## src/rtl/spi_csr_pkg.sv

```systemverilog
package spi_csr_pkg;
    localparam logic [3:0] ADDR_C0  = 4'h0;
    localparam logic [3:0] ADDR_LO  = 4'h2;
    localparam logic [3:0] ADDR_HI  = 4'h4;
    localparam logic [3:0] ADDR_CLR = 4'h6;
    localparam logic [3:0] ADDR_C1  = 4'h8;
    localparam int         BYTE_W   = 8;

    typedef enum logic [1:0] {
        WL_8  = 2'b00,
        WL_16 = 2'b01,
        WL_32 = 2'b10,
        WL_9  = 2'b11
    } wlen_e;

    typedef enum logic [1:0] {
        FM_BOTH    = 2'b00,
        FM_RX_ONLY = 2'b01,
        FM_TX_ONLY = 2'b10,
        FM_NONE    = 2'b11
    } fmode_e;

    typedef struct packed {
        logic       sel_en;
        logic       force_lvl;
        logic       idle_lvl;
        logic [1:0] rate;
        logic       cpol;
        logic       cpha;
        logic       slave;
        wlen_e      wlen;
        logic       mask;
        logic       soft_rst;
        logic       enable;
    } ctrl0_t;
endpackage

```

## src/rtl/spi_word_fifo.sv

```systemverilog
module spi_word_fifo #(
    parameter int W     = 32,
    parameter int DEPTH = 4,
    localparam int AW   = (DEPTH > 1) ? $clog2(DEPTH) : 1,
    localparam int CW   = $clog2(DEPTH + 1)
) (
    input  logic          clk,
    input  logic          rst_n,
    input  logic          clear,
    input  logic          single,
    input  logic          push,
    input  logic [W-1:0]  wdata,
    input  logic          pop,
    output logic [W-1:0]  head,
    output logic [CW-1:0] count,
    output logic          empty,
    output logic          full
);
    typedef struct packed {
        logic [DEPTH-1:0][W-1:0] mem;
        logic [AW-1:0]           wp;
        logic [AW-1:0]           rp;
        logic [CW-1:0]           cnt;
    } fifo_st_t;

    fifo_st_t st_d, st_q;

    function automatic logic [AW-1:0] step(input logic [AW-1:0] p);
        return (p == AW'(DEPTH - 1)) ? '0 : p + AW'(1);
    endfunction

    logic [CW-1:0] limit;
    logic          do_pop;
    logic          do_push;

    always_comb begin
        st_d    = st_q;
        limit   = single ? CW'(1) : CW'(DEPTH);
        empty   = (st_q.cnt == '0);
        full    = (st_q.cnt >= limit);
        do_pop  = pop && !empty;
        do_push = push && (!full || do_pop);
        if (do_pop) begin
            st_d.rp = step(st_q.rp);
        end
        if (do_push) begin
            st_d.mem[st_q.wp] = wdata;
            st_d.wp           = step(st_q.wp);
        end else if (push && single) begin
            st_d.mem[st_q.rp] = wdata;
        end
        st_d.cnt = st_q.cnt + CW'(do_push) - CW'(do_pop);
        if (clear) begin
            st_d.wp  = '0;
            st_d.rp  = '0;
            st_d.cnt = '0;
        end
        head  = st_q.mem[st_q.rp];
        count = st_q.cnt;
    end

    always_ff @(posedge clk or negedge rst_n) begin
        if (!rst_n) st_q <= '0;
        else        st_q <= st_d;
    end
endmodule

```

## src/rtl/spi_dma_line.sv

```systemverilog
module spi_dma_line (
    input  logic clk,
    input  logic rst_n,
    input  logic allow,
    input  logic high_prio,
    input  logic trigger,
    input  logic done,
    input  logic ack,
    output logic req
);
    logic req_d, req_q;

    always_comb begin
        if (!allow)     req_d = 1'b0;
        else if (req_q) req_d = !(high_prio ? done : ack);
        else            req_d = trigger;
        req = req_q;
    end

    always_ff @(posedge clk or negedge rst_n) begin
        if (!rst_n) req_q <= 1'b0;
        else        req_q <= req_d;
    end
endmodule

```

## src/rtl/spi_csr_bank.sv

```systemverilog
module spi_csr_bank
    import spi_csr_pkg::*;
#(
    parameter int  REG_W      = 16,
    parameter int  FIFO_DEPTH = 4,
    localparam int WORD_W     = 2 * REG_W
) (
    input  logic              clk,
    input  logic              rst_n,
    input  logic              bus_sel,
    input  logic              bus_wr,
    input  logic [3:0]        bus_addr,
    input  logic [REG_W-1:0]  bus_wdata,
    output logic [REG_W-1:0]  bus_rdata,
    output logic              eng_run,
    output logic              eng_clk_en,
    output logic              eng_slave,
    output logic [1:0]        eng_wlen,
    output logic              eng_cpha,
    output logic              eng_cpol,
    output logic [1:0]        eng_rate,
    output logic              eng_idle_lvl,
    output logic              eng_force,
    output logic              eng_sel_en,
    output logic              eng_bit9,
    output logic              eng_tx_valid,
    output logic [WORD_W-1:0] eng_tx_data,
    input  logic              eng_tx_take,
    input  logic              eng_rx_valid,
    input  logic [WORD_W-1:0] eng_rx_data,
    input  logic              eng_shift_busy,
    output logic              irq,
    output logic              dma_tx_req,
    input  logic              dma_tx_ack,
    output logic              dma_rx_req,
    input  logic              dma_rx_ack
);
    localparam int CW = $clog2(FIFO_DEPTH + 1);

    typedef struct packed {
        ctrl0_t            c0;
        fmode_e            fmode;
        logic              prio;
        logic              ninth;
        logic [REG_W-1:0]  hi_stage;
        logic [WORD_W-1:0] rx_hold;
        logic              evt;
    } bank_st_t;

    bank_st_t st_d, st_q;

    logic              wr_any, rd_any, live, flush;
    logic              tx_single, rx_single;
    logic              tx_push, tx_pop, rx_push, rx_pop;
    logic [WORD_W-1:0] tx_word, tx_head, rx_head, rx_merged;
    logic              tx_empty, tx_full, rx_empty, rx_full, rx_room;
    logic [CW-1:0]     tx_count, rx_count;
    logic              srst_bit;
    logic [1:0]        fifo_mode;
    logic              narrow;
    logic [REG_W-1:0]  rd_c0, rd_c1;
    logic              wdata_unused;

    assign wdata_unused = ^{bus_wdata[REG_W-1:15], bus_wdata[4:3]};
    assign srst_bit     = st_q.c0.soft_rst;
    assign fifo_mode    = st_q.fmode;

    spi_word_fifo #(.W(WORD_W), .DEPTH(FIFO_DEPTH)) tx_fifo_i (
        .clk(clk), .rst_n(rst_n), .clear(flush), .single(tx_single),
        .push(tx_push), .wdata(tx_word), .pop(tx_pop), .head(tx_head),
        .count(tx_count), .empty(tx_empty), .full(tx_full)
    );

    spi_word_fifo #(.W(WORD_W), .DEPTH(FIFO_DEPTH)) rx_fifo_i (
        .clk(clk), .rst_n(rst_n), .clear(flush), .single(rx_single),
        .push(rx_push), .wdata(eng_rx_data), .pop(rx_pop), .head(rx_head),
        .count(rx_count), .empty(rx_empty), .full(rx_full)
    );

    spi_dma_line tx_dma_i (
        .clk(clk), .rst_n(rst_n), .allow(live && !tx_single),
        .high_prio(st_q.prio), .trigger(tx_empty), .done(tx_full),
        .ack(dma_tx_ack), .req(dma_tx_req)
    );

    spi_dma_line rx_dma_i (
        .clk(clk), .rst_n(rst_n), .allow(eng_run && !rx_single),
        .high_prio(st_q.prio), .trigger(rx_full), .done(rx_empty),
        .ack(dma_rx_ack), .req(dma_rx_req)
    );

    // datapath and control decode
    always_comb begin
        wr_any    = bus_sel && bus_wr;
        rd_any    = bus_sel && !bus_wr;
        tx_single = st_q.fmode[0];
        rx_single = st_q.fmode[1];
        live      = st_q.c0.enable && !st_q.c0.soft_rst;
        eng_run   = !st_q.c0.soft_rst &&
                    (st_q.c0.enable || (!st_q.c0.slave && (!tx_empty || eng_shift_busy)));
        flush     = !eng_run;
        eng_clk_en = eng_run || st_q.c0.soft_rst;

        tx_word = (st_q.c0.wlen == WL_32) ? {st_q.hi_stage, bus_wdata}
                                          : {{REG_W{1'b0}}, bus_wdata};
        tx_push = wr_any && (bus_addr == ADDR_LO) && live;
        rx_room = !rx_full || rx_single;
        eng_tx_valid = eng_run && !tx_empty && rx_room;
        eng_tx_data  = tx_head;
        tx_pop  = eng_tx_take && eng_tx_valid;
        rx_push = eng_rx_valid && eng_run;
        rx_pop  = rd_any && (bus_addr == ADDR_LO);

        narrow = (st_q.c0.wlen == WL_8) || (st_q.c0.wlen == WL_9);
        rx_merged[BYTE_W-1:0]      = rx_head[BYTE_W-1:0];
        rx_merged[REG_W-1:BYTE_W]  = narrow ? st_q.rx_hold[REG_W-1:BYTE_W]
                                            : rx_head[REG_W-1:BYTE_W];
        rx_merged[WORD_W-1:REG_W]  = (st_q.c0.wlen == WL_32) ? rx_head[WORD_W-1:REG_W]
                                                             : st_q.rx_hold[WORD_W-1:REG_W];

        rd_c0        = '0;
        rd_c0[0]     = st_q.c0.enable;
        rd_c0[1]     = st_q.c0.soft_rst;
        rd_c0[2]     = st_q.c0.mask;
        rd_c0[3]     = tx_full && !tx_single;
        rd_c0[4]     = st_q.evt;
        rd_c0[6:5]   = st_q.c0.wlen;
        rd_c0[7]     = st_q.c0.slave;
        rd_c0[8]     = st_q.c0.cpha;
        rd_c0[9]     = st_q.c0.cpol;
        rd_c0[11:10] = st_q.c0.rate;
        rd_c0[12]    = st_q.c0.idle_lvl;
        rd_c0[13]    = st_q.c0.force_lvl;
        rd_c0[14]    = st_q.c0.sel_en;

        rd_c1      = '0;
        rd_c1[1:0] = st_q.fmode;
        rd_c1[2]   = st_q.prio;
        rd_c1[3]   = eng_tx_valid || eng_shift_busy;
        rd_c1[4]   = st_q.ninth;

        unique case (bus_addr)
            ADDR_C0: bus_rdata = rd_c0;
            ADDR_LO: bus_rdata = rx_empty ? st_q.rx_hold[REG_W-1:0] : rx_merged[REG_W-1:0];
            ADDR_HI: bus_rdata = st_q.rx_hold[WORD_W-1:REG_W];
            ADDR_C1: bus_rdata = rd_c1;
            default: bus_rdata = '0;
        endcase

        irq          = st_q.evt && st_q.c0.mask;
        eng_slave    = st_q.c0.slave;
        eng_wlen     = st_q.c0.wlen;
        eng_cpha     = st_q.c0.cpha;
        eng_cpol     = st_q.c0.cpol;
        eng_rate     = st_q.c0.rate;
        eng_idle_lvl = st_q.c0.idle_lvl;
        eng_force    = st_q.c0.force_lvl;
        eng_sel_en   = st_q.c0.sel_en;
        eng_bit9     = st_q.ninth;
    end

    // next state
    always_comb begin
        st_d = st_q;
        if (wr_any && bus_addr == ADDR_C0) begin
            st_d.c0.enable    = bus_wdata[0];
            st_d.c0.soft_rst  = bus_wdata[1];
            st_d.c0.mask      = bus_wdata[2];
            st_d.c0.wlen      = wlen_e'(bus_wdata[6:5]);
            st_d.c0.slave     = bus_wdata[7];
            st_d.c0.cpha      = bus_wdata[8];
            st_d.c0.cpol      = bus_wdata[9];
            st_d.c0.rate      = bus_wdata[11:10];
            st_d.c0.idle_lvl  = bus_wdata[12];
            st_d.c0.force_lvl = bus_wdata[13];
            st_d.c0.sel_en    = bus_wdata[14];
        end
        if (wr_any && bus_addr == ADDR_C1) begin
            st_d.fmode = fmode_e'(bus_wdata[1:0]);
            st_d.prio  = bus_wdata[2];
            st_d.ninth = bus_wdata[4];
        end
        if (wr_any && bus_addr == ADDR_HI && live) begin
            st_d.hi_stage = bus_wdata;
        end
        if (rx_pop && !rx_empty) begin
            st_d.rx_hold = rx_merged;
        end
        if (rx_push) begin
            st_d.evt = 1'b1;
        end else if (wr_any && bus_addr == ADDR_CLR) begin
            st_d.evt = 1'b0;
        end
        if (flush) begin
            st_d.hi_stage = '0;
            st_d.rx_hold  = '0;
            st_d.evt      = 1'b0;
        end
    end

    always_ff @(posedge clk or negedge rst_n) begin
        if (!rst_n) st_q <= '0;
        else        st_q <= st_d;
    end
endmodule

```

## config.mk

```make
export PLATFORM = sky130hd
export DESIGN_NAME = spi_csr_bank
export DESIGN_NICKNAME = d
export VERILOG_FILES = /design/src/rtl/spi_csr_pkg.sv /design/src/rtl/spi_word_fifo.sv /design/src/rtl/spi_dma_line.sv /design/src/rtl/spi_csr_bank.sv
export SDC_FILE = /design/constraint.sdc
export NUM_CORES = 1
export LEC_CHECK = 0
export BUFFER_PORTS_ARGS = -buffer_cell sky130_fd_sc_hd__buf_2
export CAP_MARGIN = 20
export CORE_MARGIN = 8
export CORE_UTILIZATION = 60
export CTS_CLUSTER_SIZE = 12
export DETAILED_ROUTE_END_ITERATION = 8
export GPL_TIMING_DRIVEN = 0
export PLACE_DENSITY = 0.81
export SYNTH_ARGS = -nofsm -noshare
export SYNTH_HDL_FRONTEND = slang
export SYNTH_SLANG_ARGS = --single-unit
```

## constraint.sdc

```tcl
create_clock -name clk -period 3.4 [get_ports clk]
set_clock_uncertainty 0.1 [all_clocks]
set_input_delay 0.51 -clock clk [delete_from_list [all_inputs] [get_ports clk]]
set_output_delay 0.51 -clock clk [all_outputs]
set_load 0.02 [all_outputs]
```

==> results.sh <==
export IMPL_synth_compound_area_share_pct=4.475
export IMPL_dieArea_mm2=0.03260
export IMPL_clkSinkCount=338
export IMPL_synth_simple_area_share_pct=5.345
export IMPL_synth_xor_area_share_pct=0.2157
export IMPL_setup_viol=0
export IMPL_synthesis_area_mm2=0.01625
export IMPL_setup_ws_ns=0.007537
export IMPL_synthesis_nets=1213
export IMPL_gp_congestion=0.8970
export IMPL_crit_path_end="bus_rdata[3]"
export IMPL_slowest_stage="dfrtp_1"
export IMPL_antenna_found_initial=1
export IMPL_startpoint="fifo_mode[1]"
export IMPL_worst_pin_slew_ns=1.127
export IMPL_initial_core_util_pct=60.62
export IMPL_vias=10037
export IMPL_area_growth_pct=14.39
export IMPL_io_pins=126
export IMPL_tns_ns=0
export IMPL_r2r_end="rx_fifo_i.count[2]"
export IMPL_nFillCells=1792
export IMPL_wl_um=38620
export IMPL_drtIter0Drc=860
export IMPL_fin_crit_sh_pct=99.78
export IMPL_dieHeight_um=180.5
export IMPL_yosysSeqAreaShare_pct=52.06
export IMPL_fmax_ghz=0.2948
export IMPL_run_status="finished, final reports clean"
export IMPL_yosys_warnings=0
export IMPL_drive_gt1_share_pct=44.14
export IMPL_min_path_type="in2reg"
export IMPL_grt_remaining_overflow=0
export IMPL_peakVddDrop_mv=0.4493
export IMPL_crit_fanout=10
export IMPL_port_buffers=125
export IMPL_ant_nets=0
export IMPL_synth_mux_area_share_pct=32.29
export IMPL_regArea_mm2=0.008461
export IMPL_wl_per_cell_um=23.32
export IMPL_holdPathStages=2
export IMPL_grt_pass1_vias=10939
export IMPL_synth_top_family_by_area="multiplexers"
export IMPL_critPathRequiredTime_ns=2.79
export IMPL_grt_usage_pct=24.15
export IMPL_crit_path_end_kind="output pin"
export IMPL_finalHoldViolations=0
export IMPL_grt_first_pass_wirelength_um=62180
export IMPL_crit_type="reg2out"
export IMPL_crit_arrival_ns=2.78
export IMPL_ys_types=53
export IMPL_ys_ff_latch=338
export IMPL_cpPeakStageDelay_ns=0.57
export IMPL_path_clk_slew_ns=0.06
export IMPL_clk_path_buf_depth=3
export IMPL_dpl_hpwl_um=27100
export IMPL_max_slew_margin_pct=23.84
export IMPL_cp_cell_sequence="ha_1 -> nor4b_1 -> or3_1 -> and2_1 -> o21ai_0 -> o211ai_1 -> buf_2"
export IMPL_avgSynthCellArea_um2=14.44
export IMPL_r2r_cells=11
export IMPL_maxCapViolations=0
export IMPL_numCtsBuffers=37
export IMPL_root_buffer="clkbuf_16"
export IMPL_worst_setup_path_start_kind="flop"
export IMPL_reg2reg_from="fifo_mode[1]"
export IMPL_drt_pass1_iterations=6
export IMPL_rows=60
export IMPL_clk_latency_ns=0.52
export IMPL_mostFrequentLayoutCell="dfrtp_1"
export IMPL_power_leakage_nw=8.637
export IMPL_hp_start="eng_rx_data[13]"
export IMPL_layout_common_cells="336 x dfrtp_1, 143 x mux2_2, 133 x buf_2"
export IMPL_synth_fa_ha_area_share_pct=2.172
export IMPL_finalNetCount=1379
export IMPL_maxSlewViolCount=0
export IMPL_p_per_area_mw_per_mm2=640.1
export IMPL_die_w_um=180.5
export IMPL_cts_tree="built"
export IMPL_grt_max_degree=126
export IMPL_holdWs_ns=0.1660
export IMPL_drc=0
export IMPL_multi_input_area_mm2=0.007236
export IMPL_viasPerCell=6.061
export IMPL_r2r_setup_slack_ns=0.22
export IMPL_place_ws_ns=-0.4554
export IMPL_htree_levels=2
export IMPL_fin_crit_ns=3.392
export IMPL_coreArea_mm2=0.02680
export IMPL_syn_inst=1125
worst max-delay path: cells and delay by family (launching register included):
family	cells	cell delay (ns)
compound gates	2	0.37
fa+ha+maj	1	0.32
buf+inv	1	0.23
flops	1	0.57
simple gates	3	0.76
how the worst min path moves through the flow:
stage                         endpoint  slack [ns]
floorplan                     eng_bit9        0.11
global placement    tx_fifo_i.st_q[56]        0.36
detailed placement   tx_fifo_i.st_q[7]        0.38
CTS                 rx_fifo_i.st_q[10]        0.15
global route        rx_fifo_i.st_q[10]        0.15
finish              rx_fifo_i.st_q[52]        0.17
metrics by stage:
stage / power, W / cell area [um^2] / utilization [%] / std cells
3_3_place_gp: 0.007881 / 17300 / 64.54 / 1591
3_5_place_dp: 0.008028 / 17360 / 64.79 / 1593
4_1_cts: 0.01194 / 18570 / 69.29 / 1656
2_1_floorplan: 0.007229 / 16250 / - / 1125
6_report: 0.01190 / 18580 / 69.34 / 1656
5_1_grt: 0.01235 / 18580 / 69.34 / 1656
flip-flops by register name, indices dropped and copies added (netlist names):
register	flops
rx_fifo_i.st_q	132
tx_fifo_i.st_q	132
st_q	48
rd_c0	3
rx_fifo_i.count	3
tx_fifo_i.count	3
eng_rate	2
eng_wlen	2
fifo_mode	2
eng_bit9	1
eng_cpha	1
eng_cpol	1
eng_force	1
eng_idle_lvl	1
eng_sel_en	1
eng_slave	1
rd_c1	1
rx_dma_i.req	1
srst_bit	1
tx_dma_i.req	1
Yosys cell counts (all sizes together):
master / number / area, um^2
nor4bb: 2 / 20.02
a211oi: 8 / 60.06
or4b: 1 / 10.01
clkinv: 1 / 16.27
ha: 25 / 312.8
dfrtp: 338 / 8458
fa: 2 / 40.04
nand2: 100 / 375.4
a222oi: 4 / 40.04
or3: 3 / 18.77
and2: 23 / 143.9
nand4bb: 1 / 11.26
mux4: 64 / 1441
nor2b: 2 / 12.51
a31oi: 1 / 6.260
nand3: 6 / 30.03
o21ai: 33 / 183.9
and4b: 1 / 10.01
a31o: 1 / 8.760
nor3: 3 / 15.01
or3b: 2 / 17.52
o211ai: 1 / 7.510
xnor2: 3 / 26.28
or4: 1 / 7.510
nand4: 4 / 25.02
mux2: 272 / 3513
nor3b: 1 / 7.510
nor4b: 3 / 32.53
a211o: 1 / 8.760
a21oi: 55 / 320.3
a22oi: 10 / 75.07
a2111oi: 1 / 8.760
xor2: 1 / 8.760
inv: 18 / 67.56
and3: 3 / 18.77
clkbuf: 28 / 106.4
nand2b: 1 / 6.260
a21o: 1 / 7.510
mux2i: 24 / 290.3
nor4: 2 / 12.51
buf: 49 / 369.1
nor2: 25 / 93.84
per-layer routing:
metal,global-route usage (%),share of wire [%]
met5,0,0
met4,8.730,3.4
met3,5.181,6.1
met2,39.61,49
met1,31.43,41
timing repair:
action / 4_1_cts / 5_1_grt
endpoints found under the hold margin: 94 / 0
setup endpoints to repair: 38 / 60
hold buffers: 1 / 0
pin swaps: 0 / 1
resized for setup: 9 / 11
cloned: 0 / 0
buffers inserted: 0 / 0
cell families (layout without fill, tap and decap cells):
| group | after synthesis | count (layout) |
|---|---|---|
| xor gates and xnor gates | 4 | 4 |
| buffers and inverters | 96 | 285 |
| other | 0 | 1 |
| adders and majority gates | 27 | 27 |
| muxes | 360 | 360 |
| and+or+nand+nor | 184 | 184 |
| AOI/OAI and AO/OA | 116 | 116 |
| DFF | 338 | 338 |
layout make-up:
class                      instances  area share, %
sequential                       338          45.53
multi-input combinational        691          38.93
clock buffer                      53          5.911
timing repair buffer             129          3.797
buffer                            75          2.673
tap                              341          2.296
inverter                          19         0.4511
clock inverter                     9         0.3972
antenna                            1        0.01347
report_power, final:
| group | leakage, nW | internal (W) | switching [W] |
|---|---|---|---|
| clock | 0.585 | 0.00231 | 0.00156 |
| sequential | 4.51 | 0.00482 | 0.000529 |
| combinational | 3.54 | 0.00158 | 0.00110 |
| total | 8.64 | 0.00871 | 0.00319 |
No activity file was read; power rests on OpenSTA's default activity.
